**config.mk**
```make
export PLATFORM = sky130hd
export DESIGN_NAME = mb_ctlword_seq
export DESIGN_NICKNAME = d
export VERILOG_FILES = /design/src/rtl/mbcw_pkg.sv /design/src/rtl/mbcw_timer.sv /design/src/rtl/mbcw_step_decode.sv /design/src/rtl/mb_ctlword_seq.sv
export SDC_FILE = /design/constraint.sdc
export NUM_CORES = 1
export LEC_CHECK = 0
export BUFFER_PORTS_ARGS = -buffer_cell sky130_fd_sc_hd__buf_4
export CELL_PAD_IN_SITES_DETAIL_PLACEMENT = 1
export CELL_PAD_IN_SITES_GLOBAL_PLACEMENT = 1
export CORE_MARGIN = 3
export CORE_UTILIZATION = 43
export CTS_BUF_LIST = sky130_fd_sc_hd__clkbuf_2
export DETAILED_ROUTE_END_ITERATION = 8
export GPL_TIMING_DRIVEN = 1
export MAX_ROUTING_LAYER = met4
export PLACE_DENSITY_LB_ADDON = 0.08
export RECOVER_POWER = 25
export SLEW_MARGIN = 20
export SYNTH_ARGS = -nofsm -noshare
export SYNTH_HDL_FRONTEND = slang
export SYNTH_SLANG_ARGS = --single-unit
```
**constraint.sdc**
```tcl
create_clock -name clk -period 12.15 [get_ports clk]
set_clock_uncertainty 0.05 [all_clocks]
set_input_delay 0.6075 -clock clk [delete_from_list [all_inputs] [get_ports clk]]
set_output_delay 0.6075 -clock clk [all_outputs]
set_load 0.02 [all_outputs]
```
**src/rtl/mbcw_pkg.sv**
```systemverilog
package mbcw_pkg;

  typedef enum logic [1:0] {SRC_LIT, SRC_CFG, SRC_SPC, SRC_PAUSE} src_e;

  typedef struct packed {
    logic [3:0] fn;
    logic [3:0] word;
    src_e       src;
    logic [4:0] bidx;
    logic [7:0] mask;   // mask for SRC_CFG, literal for SRC_LIT, slot for SRC_SPC
  } tbl_ent_t;

  typedef enum logic [2:0] {
    ST_IDLE, ST_ARM, ST_GAP1, ST_SEL, ST_GAP2, ST_WR, ST_PAUSE, ST_FIN
  } seq_st_e;

  localparam int         TBL_LEN  = 11;
  localparam logic [3:0] SEL_WORD = 4'd7;

  function automatic tbl_ent_t mk(input logic [3:0] fn, input logic [3:0] word,
                                  input src_e src, input logic [4:0] bidx,
                                  input logic [7:0] mask);
    tbl_ent_t e;
    e.fn = fn; e.word = word; e.src = src; e.bidx = bidx; e.mask = mask;
    return e;
  endfunction

  function automatic tbl_ent_t tbl_lookup(input logic [3:0] idx);
    case (idx)
      4'd0:    return mk(4'd0, 4'd0,  SRC_LIT,   5'd0, 8'h00);
      4'd1:    return mk(4'd0, 4'd1,  SRC_LIT,   5'd0, 8'h00);
      4'd2:    return mk(4'd0, 4'd2,  SRC_CFG,   5'd0, 8'h03);
      4'd3:    return mk(4'd0, 4'd10, SRC_SPC,   5'd0, 8'h00);
      4'd4:    return mk(4'd1, 4'd8,  SRC_CFG,   5'd1, 8'h0F);
      4'd5:    return mk(4'd1, 4'd11, SRC_CFG,   5'd1, 8'hF0);
      4'd6:    return mk(4'd0, 4'd0,  SRC_PAUSE, 5'd0, 8'h00);
      4'd7:    return mk(4'd0, 4'd3,  SRC_CFG,   5'd2, 8'hF0);
      4'd8:    return mk(4'd0, 4'd9,  SRC_LIT,   5'd0, 8'h0C);
      4'd9:    return mk(4'd0, 4'd13, SRC_SPC,   5'd0, 8'h01);
      4'd10:   return mk(4'd3, 4'd2,  SRC_LIT,   5'd0, 8'h01);
      default: return mk(4'd0, 4'd0,  SRC_LIT,   5'd0, 8'h00);
    endcase
  endfunction

endpackage

```
**src/rtl/mbcw_timer.sv**
```systemverilog
module mbcw_timer #(
  parameter int CNT_W = 11
) (
  input  logic             clk,
  input  logic             rst,
  input  logic             load,
  input  logic [CNT_W-1:0] load_val,
  output logic             zero
);
  logic [CNT_W-1:0] cnt;

  always_ff @(posedge clk) begin
    if (rst)             cnt <= '0;
    else if (load)       cnt <= load_val;
    else if (cnt != '0)  cnt <= cnt - 1'b1;
  end

  assign zero = (cnt == '0);
endmodule

```
**src/rtl/mbcw_step_decode.sv**
```systemverilog
module mbcw_step_decode
  import mbcw_pkg::*;
#(
  parameter int CFG_BYTES = 32,
  parameter int SPC_SLOTS = 2,
  parameter int MDQ_BASE  = 4,
  parameter int ODT_BASE  = 5,
  parameter int PERS_BASE = 16,
  parameter int STEP_W    = 6,
  parameter int BI_W      = 5
) (
  input  logic [STEP_W-1:0]      step,
  input  logic [BI_W-1:0]        byte_off,
  input  logic [CFG_BYTES*8-1:0] cfg,
  input  logic [SPC_SLOTS*4-1:0] spc,
  output logic                   is_pause,
  output logic [3:0]             fn,
  output logic [3:0]             word,
  output logic [3:0]             val
);
  localparam int MDQ_START  = TBL_LEN;
  localparam int ODT_START  = MDQ_START + 2;
  localparam int PERS_START = ODT_START + 16;

  always_comb begin
    int s, k, r, w, bi;
    logic [7:0] b;
    logic [3:0] nib;
    tbl_ent_t e;
    s = int'(step);
    k = 0; r = 0; w = 0; bi = 0;
    b = '0; nib = '0; e = '0;
    is_pause = 1'b0; fn = '0; word = '0; val = '0;
    if (s < MDQ_START) begin
      // fixed table
      e = tbl_lookup(4'(s));
      fn = e.fn;
      word = e.word;
      case (e.src)
        SRC_PAUSE: is_pause = 1'b1;
        SRC_LIT:   val = e.mask[3:0];
        SRC_SPC:   val = spc[int'(e.mask[3:0])*4 +: 4];
        default: begin
          b = cfg[int'(e.bidx)*8 +: 8] & e.mask;
          val = (e.mask[7:4] != 4'd0) ? b[7:4] : b[3:0];
        end
      endcase
    end else if (s < ODT_START) begin
      // data-lane termination: one byte, two 3-bit fields
      k = s - MDQ_START;
      fn = 4'd3;
      word = 4'(8 + k);
      bi = MDQ_BASE + int'(byte_off);
      b = cfg[bi*8 +: 8];
      nib = (k == 0) ? b[3:0] : b[7:4];
      val = {1'b0, nib[2:0]};
    end else if (s < PERS_START) begin
      // termination per function: two functions share a byte
      k = s - ODT_START;
      fn = 4'(3 + k / 2);
      word = 4'(10 + k % 2);
      bi = ODT_BASE + int'(byte_off) + k / 4;
      b = cfg[bi*8 +: 8];
      nib = (k % 2 == 1) ? b[7:4] : b[3:0];
      val = fn[0] ? {2'b00, nib[1:0]} : {2'b00, nib[3:2]};
    end else begin
      // personality nibbles, select word skipped
      k = s - PERS_START;
      r = (k < 15) ? k : k - 15;
      w = (r >= 7) ? r + 1 : r;
      fn = (k < 15) ? 4'd14 : 4'd15;
      word = 4'(w);
      bi = PERS_BASE + ((k < 15) ? 0 : 8) + w / 2;
      b = cfg[bi*8 +: 8];
      if (k == 0) b[0] = 1'b1;
      val = (w % 2 == 1) ? b[7:4] : b[3:0];
    end
  end
endmodule

```
**src/rtl/mb_ctlword_seq.sv**
```systemverilog
module mb_ctlword_seq
  import mbcw_pkg::*;
#(
  parameter int CLK_MHZ     = 250,
  parameter int GUARD_NS    = 8000,
  parameter int PAUSE_NS    = 6000,
  parameter int SPEED_W     = 10,
  parameter int CFG_BYTES   = 32,
  parameter int SPC_SLOTS   = 2,
  parameter int FREQ_STRIDE = 6,
  parameter int MDQ_BASE    = 4,
  parameter int ODT_BASE    = 5,
  parameter int PERS_BASE   = 16
) (
  input  logic                   clk,
  input  logic                   rst,
  input  logic                   start,
  input  logic [SPEED_W-1:0]     speed_mhz,
  input  logic [CFG_BYTES*8-1:0] cfg_bytes,
  input  logic [SPC_SLOTS*4-1:0] special_vals,
  output logic                   cmd_stb,
  output logic [3:0]             cmd_word,
  output logic [3:0]             cmd_data,
  output logic                   busy,
  output logic                   done
);
  localparam int GUARD_CYC = CLK_MHZ * GUARD_NS / 1000;
  localparam int PAUSE_CYC = CLK_MHZ * PAUSE_NS / 1000;
  localparam int N_STEPS   = TBL_LEN + 2 + 16 + 30;
  localparam int STEP_W    = $clog2(N_STEPS);
  localparam int BI_W      = $clog2(CFG_BYTES);
  localparam int MAX_CYC   = (GUARD_CYC > PAUSE_CYC) ? GUARD_CYC : PAUSE_CYC;
  localparam int CNT_W     = $clog2(MAX_CYC + 1);
  localparam logic [STEP_W-1:0] LAST_STEP = STEP_W'(N_STEPS - 1);

  seq_st_e           st;
  logic [STEP_W-1:0] step;
  logic [BI_W-1:0]   byte_off, off_calc;
  logic              dec_pause, tmr_load, tmr_zero;
  logic [3:0]        dec_fn, dec_word, dec_val;
  logic [CNT_W-1:0]  tmr_val;
  logic [31:0]       guard_len_w;

  assign guard_len_w = 32'(GUARD_CYC);

  always_comb begin
    int q;
    q = int'(speed_mhz) / 133;
    if (q < 3) q = 3;
    off_calc = BI_W'(((q - 3) / 2) * FREQ_STRIDE);
  end

  mbcw_step_decode #(
    .CFG_BYTES(CFG_BYTES), .SPC_SLOTS(SPC_SLOTS), .MDQ_BASE(MDQ_BASE),
    .ODT_BASE(ODT_BASE), .PERS_BASE(PERS_BASE), .STEP_W(STEP_W), .BI_W(BI_W)
  ) u_dec (
    .step(step), .byte_off(byte_off), .cfg(cfg_bytes), .spc(special_vals),
    .is_pause(dec_pause), .fn(dec_fn), .word(dec_word), .val(dec_val)
  );

  // Timer loads are trimmed so that strobe-to-strobe spacing is exact.
  always_comb begin
    tmr_load = 1'b0;
    tmr_val  = '0;
    if (st == ST_ARM) begin
      tmr_load = 1'b1;
      tmr_val  = dec_pause ? CNT_W'(PAUSE_CYC - 2) : CNT_W'(GUARD_CYC - 3);
    end else if (st == ST_SEL) begin
      tmr_load = 1'b1;
      tmr_val  = CNT_W'(GUARD_CYC - 2);
    end
  end

  mbcw_timer #(.CNT_W(CNT_W)) u_tmr (
    .clk(clk), .rst(rst), .load(tmr_load), .load_val(tmr_val), .zero(tmr_zero)
  );

  always_ff @(posedge clk) begin
    if (rst) begin
      st       <= ST_IDLE;
      step     <= '0;
      byte_off <= '0;
      cmd_stb  <= 1'b0;
      cmd_word <= '0;
      cmd_data <= '0;
      busy     <= 1'b0;
      done     <= 1'b0;
    end else begin
      cmd_stb <= 1'b0;
      done    <= 1'b0;
      case (st)
        ST_IDLE: if (start) begin
          busy     <= 1'b1;
          step     <= '0;
          byte_off <= off_calc;
          st       <= ST_ARM;
        end
        ST_ARM:   st <= dec_pause ? ST_PAUSE : ST_GAP1;
        ST_GAP1:  if (tmr_zero) st <= ST_SEL;
        ST_SEL: begin
          cmd_stb  <= 1'b1;
          cmd_word <= SEL_WORD;
          cmd_data <= dec_fn;
          st       <= ST_GAP2;
        end
        ST_GAP2:  if (tmr_zero) st <= ST_WR;
        ST_WR: begin
          cmd_stb  <= 1'b1;
          cmd_word <= dec_word;
          cmd_data <= dec_val;
          if (step == LAST_STEP) st <= ST_FIN;
          else begin
            step <= step + 1'b1;
            st   <= ST_ARM;
          end
        end
        ST_PAUSE: if (tmr_zero) begin
          step <= step + 1'b1;
          st   <= ST_ARM;
        end
        default: begin
          busy <= 1'b0;
          done <= 1'b1;
          st   <= ST_IDLE;
        end
      endcase
    end
  end
endmodule

```
==> flow_summary.yaml <==
outcome:
  status: "finished clean"
placement:
  place_ws_ps: 4670
  numPortBuffers: 287
  dpl.hpwl_um: 30500
  place.gp.congestion: 0.948
synthesis:
  synth_edf_count: 0
  yosysMostFrequentCell: "mux4_2"
  synth-simple-area-share: 0.126
  synth_top_area_cell: "mux4_2"
  yosysTopAreaCellShare: 0.420
  ys_warn_count: 0
  syn_nets: 1205
  synth_area_sq_um: 9430
  synth_top_family_by_area: "multiplexers"
  avgSynthCellArea_sq_um: 10.6
  synth-xor-area-share: 0.0484
  synthAdderAreaFrac: 0.0499
  syn_inst: 891
  synth_mux_area_frac: 0.506
  synth_common_cells: "mux4_2 (176), nor2_1 (85), nand2_1 (57)"
  ys_seq_elements: 49
  async_reset_ff_frac: 0
  synth_compound_area_frac: 0.118
  yosysSeqAreaShare: 0.104
  ys_dominant_reg_cell: "dfxtp_1"
  synthTopCellsByArea: "mux4_2 (42%), dfxtp_1 (10%), mux2i_1 (5.2%)"
  ys_types: 80
global_route:
  grt_pass1_wl_um: 58500
  grt_max_degree: 65
  grt.overflow.total: 0
  antenna_found_initial: 2
  globalRouteTotalUtil: 0.320
  first_global_vias: 10200
worst_hold_path:
  whs_endpoint: "cmd_word[3]$_SDFFE_PP0P_"
  min_from: "cmd_word[3]$_SDFFE_PP0P_"
  min_delay_path_depth: 2
  hp-class: "reg2reg"
floorplanning:
  core-area_sq_um: 21300
  die_x_um: 154
  dieArea_sq_um: 23700
  io_pins: 288
  num_rows: 53
  initial_core_util: 0.443
  die_y_um: 154
clock_network:
  clock_latency_ps: 440
  post_cts_resize_count: 0
  cts_max_level: 2
  postCtsSetupBuffers: 0
  postCtsHoldBufs: 0
  clockBufferDepth: 2
  tritoncts: "built"
  clockRootBuffer: "clkbuf_2"
  clock-sinks: 49
  cts_buffers: 5
  clkTransAtPathRegs_ps: 290
critical_path:
  worst_r2r_path_depth: 20
  critPathMaxFanout: 64
  required_ps: 12500
  r2r-start: "step[0]$_SDFFE_PP0P_"
  crit_path_end_kind: "flop"
  cp-start-kind: "flop"
  rr_endpoint: "cmd_data[0]$_SDFFE_PP0P_"
  cp.arrival_ps: 7570
  r2r_slack_ps: 4930
  critPathKind: "reg2reg"
timing:
  rsz0062_at_grt: "no"
  slew_violations: 0
  max_freq_mhz: 139
  worst_pin_slew_ps: 1010
  finalHoldViolations: 0
  setup_viol: 0
  hold-worst-slack_ps: 427
  finalSetupTns_ps: 0
  max_slew_margin: 0.325
  fin_crit_sh: 0.594
  post-route-min-period_ps: 7220
  fin_ws_ps: 4930
routing:
  via_per_inst: 6.65
  post-route-drc-count: 0
  vias: 9330
  wl_per_cell_um: 27.0
  drt_iter0_markers: 702
  wl_um: 37900
  first_pass_iters: 5
  drtAntennaViolNets: 0
finish:
  final_util: 0.555
  area_growth_pct: 25.3
  nets: 1439
  drive_above_1_share: 0.452
power_and_ir_drop:
  peakVddDrop_mv: 0.0700
  power.density_nw_per_um2: 98.1
  power.leakage_nw: 4.79
run:
  drv_cap: 0
area by class of cell:
| type | instances | area, sq um |
|---|---|---|
| well taps | 275 | 344 |
| inverters | 35 | 131 |
| diodes | 2 | 5.00 |
| clock buffers | 5 | 25.0 |
| multi-input cells | 733 | 8050 |
| repair buffers | 301 | 2240 |
| clock inverters | 2 | 38.8 |
| fillers | 2339 | 9470 |
| flip-flops and latches | 49 | 982 |
how the worst max path moves through the flow:
stage                                    end                  from
global placement    cmd_data[0]$_SDFFE_PP0P_  step[0]$_SDFFE_PP0P_
global route        cmd_data[0]$_SDFFE_PP0P_  step[0]$_SDFFE_PP0P_
CTS                 cmd_data[0]$_SDFFE_PP0P_  step[0]$_SDFFE_PP0P_
floorplan           cmd_data[0]$_SDFFE_PP0P_  step[0]$_SDFFE_PP0P_
detailed placement  cmd_data[0]$_SDFFE_PP0P_  step[0]$_SDFFE_PP0P_
finish              cmd_data[0]$_SDFFE_PP0P_  step[0]$_SDFFE_PP0P_
metrics by stage:
stage | area (sq um) | cells | power, mW
6_report | 11800 | 1402 | 1.16
5_1_grt | 11800 | 1402 | 1.23
4_1_cts | 11800 | 1399 | 1.16
3_5_place_dp | 11800 | 1392 | 1.06
3_3_place_gp | 11800 | 1392 | 1.04
2_1_floorplan | 9430 | 891 | 0.819
critical path, stage by stage (launching register included):
cell	delay (ps)
dfxtp_1	870
inv_1	250
ha_1	400
nand3b_2	320
xnor2_1	360
inv_1	190
nand3_1	130
ha_1	230
nand4b_1	180
nor2_1	120
and3_1	170
o211ai_1	140
or2_2	370
o21ai_0	310
mux2_2	420
ha_4	930
mux4_2	590
mux4_1	520
mux2i_1	220
mux2i_1	100
a221o_1	290
where the power goes:
group / internal, mW / switching (mW)
Clock: 0.0345 / 0.0562
Combinational: 0.478 / 0.386
Sequential: 0.181 / 0.0235
Total: 0.694 / 0.466
cells in the final DEF, fill, tap and decap left out, types with 7 or more instances in the layout:
cell type / Yosys / final
mux4_2: 176 / 176
a211oi_1: 9 / 9
a21oi_1: 44 / 44
a31oi_1: 8 / 8
clkbuf_1: 51 / 11
dfxtp_1: 49 / 48
nor2_1: 85 / 85
xnor2_1: 30 / 28
inv_1: 35 / 35
nand2b_1: 9 / 9
or3_1: 9 / 9
o21ai_0: 28 / 28
nand2_1: 57 / 57
mux2_2: 7 / 7
buf_4: 1 / 289
o211ai_1: 9 / 9
nor3_1: 21 / 21
xor2_1: 14 / 14
ha_1: 36 / 33
mux2i_1: 49 / 49
nand3_1: 13 / 13
and2_1: 7 / 7
mux4_1: 9 / 9
logic make-up (layout without fill, tap and decap cells):
family	Yosys count	in the layout
muxes	241	241
other	1	3
xor gates and xnor gates	47	47
adders and majority gates	37	37
buffers and inverters	109	343
AOI/OAI and AO/OA	162	162
and+or+nand+nor	245	245
DFF	49	49
routing by layer:
metal | track usage | routed length (um) | vias to the layer above
met2 | 0.534 | 19100 | 484
met1 | 0.391 | 14400 | 4712
met5 | - | 0 | -
met4 | 0.111 | 1390 | 0
met3 | 0.0608 | 3000 | 89
li1 | - | - | 4045
No activity file was read; power rests on OpenSTA's default activity.
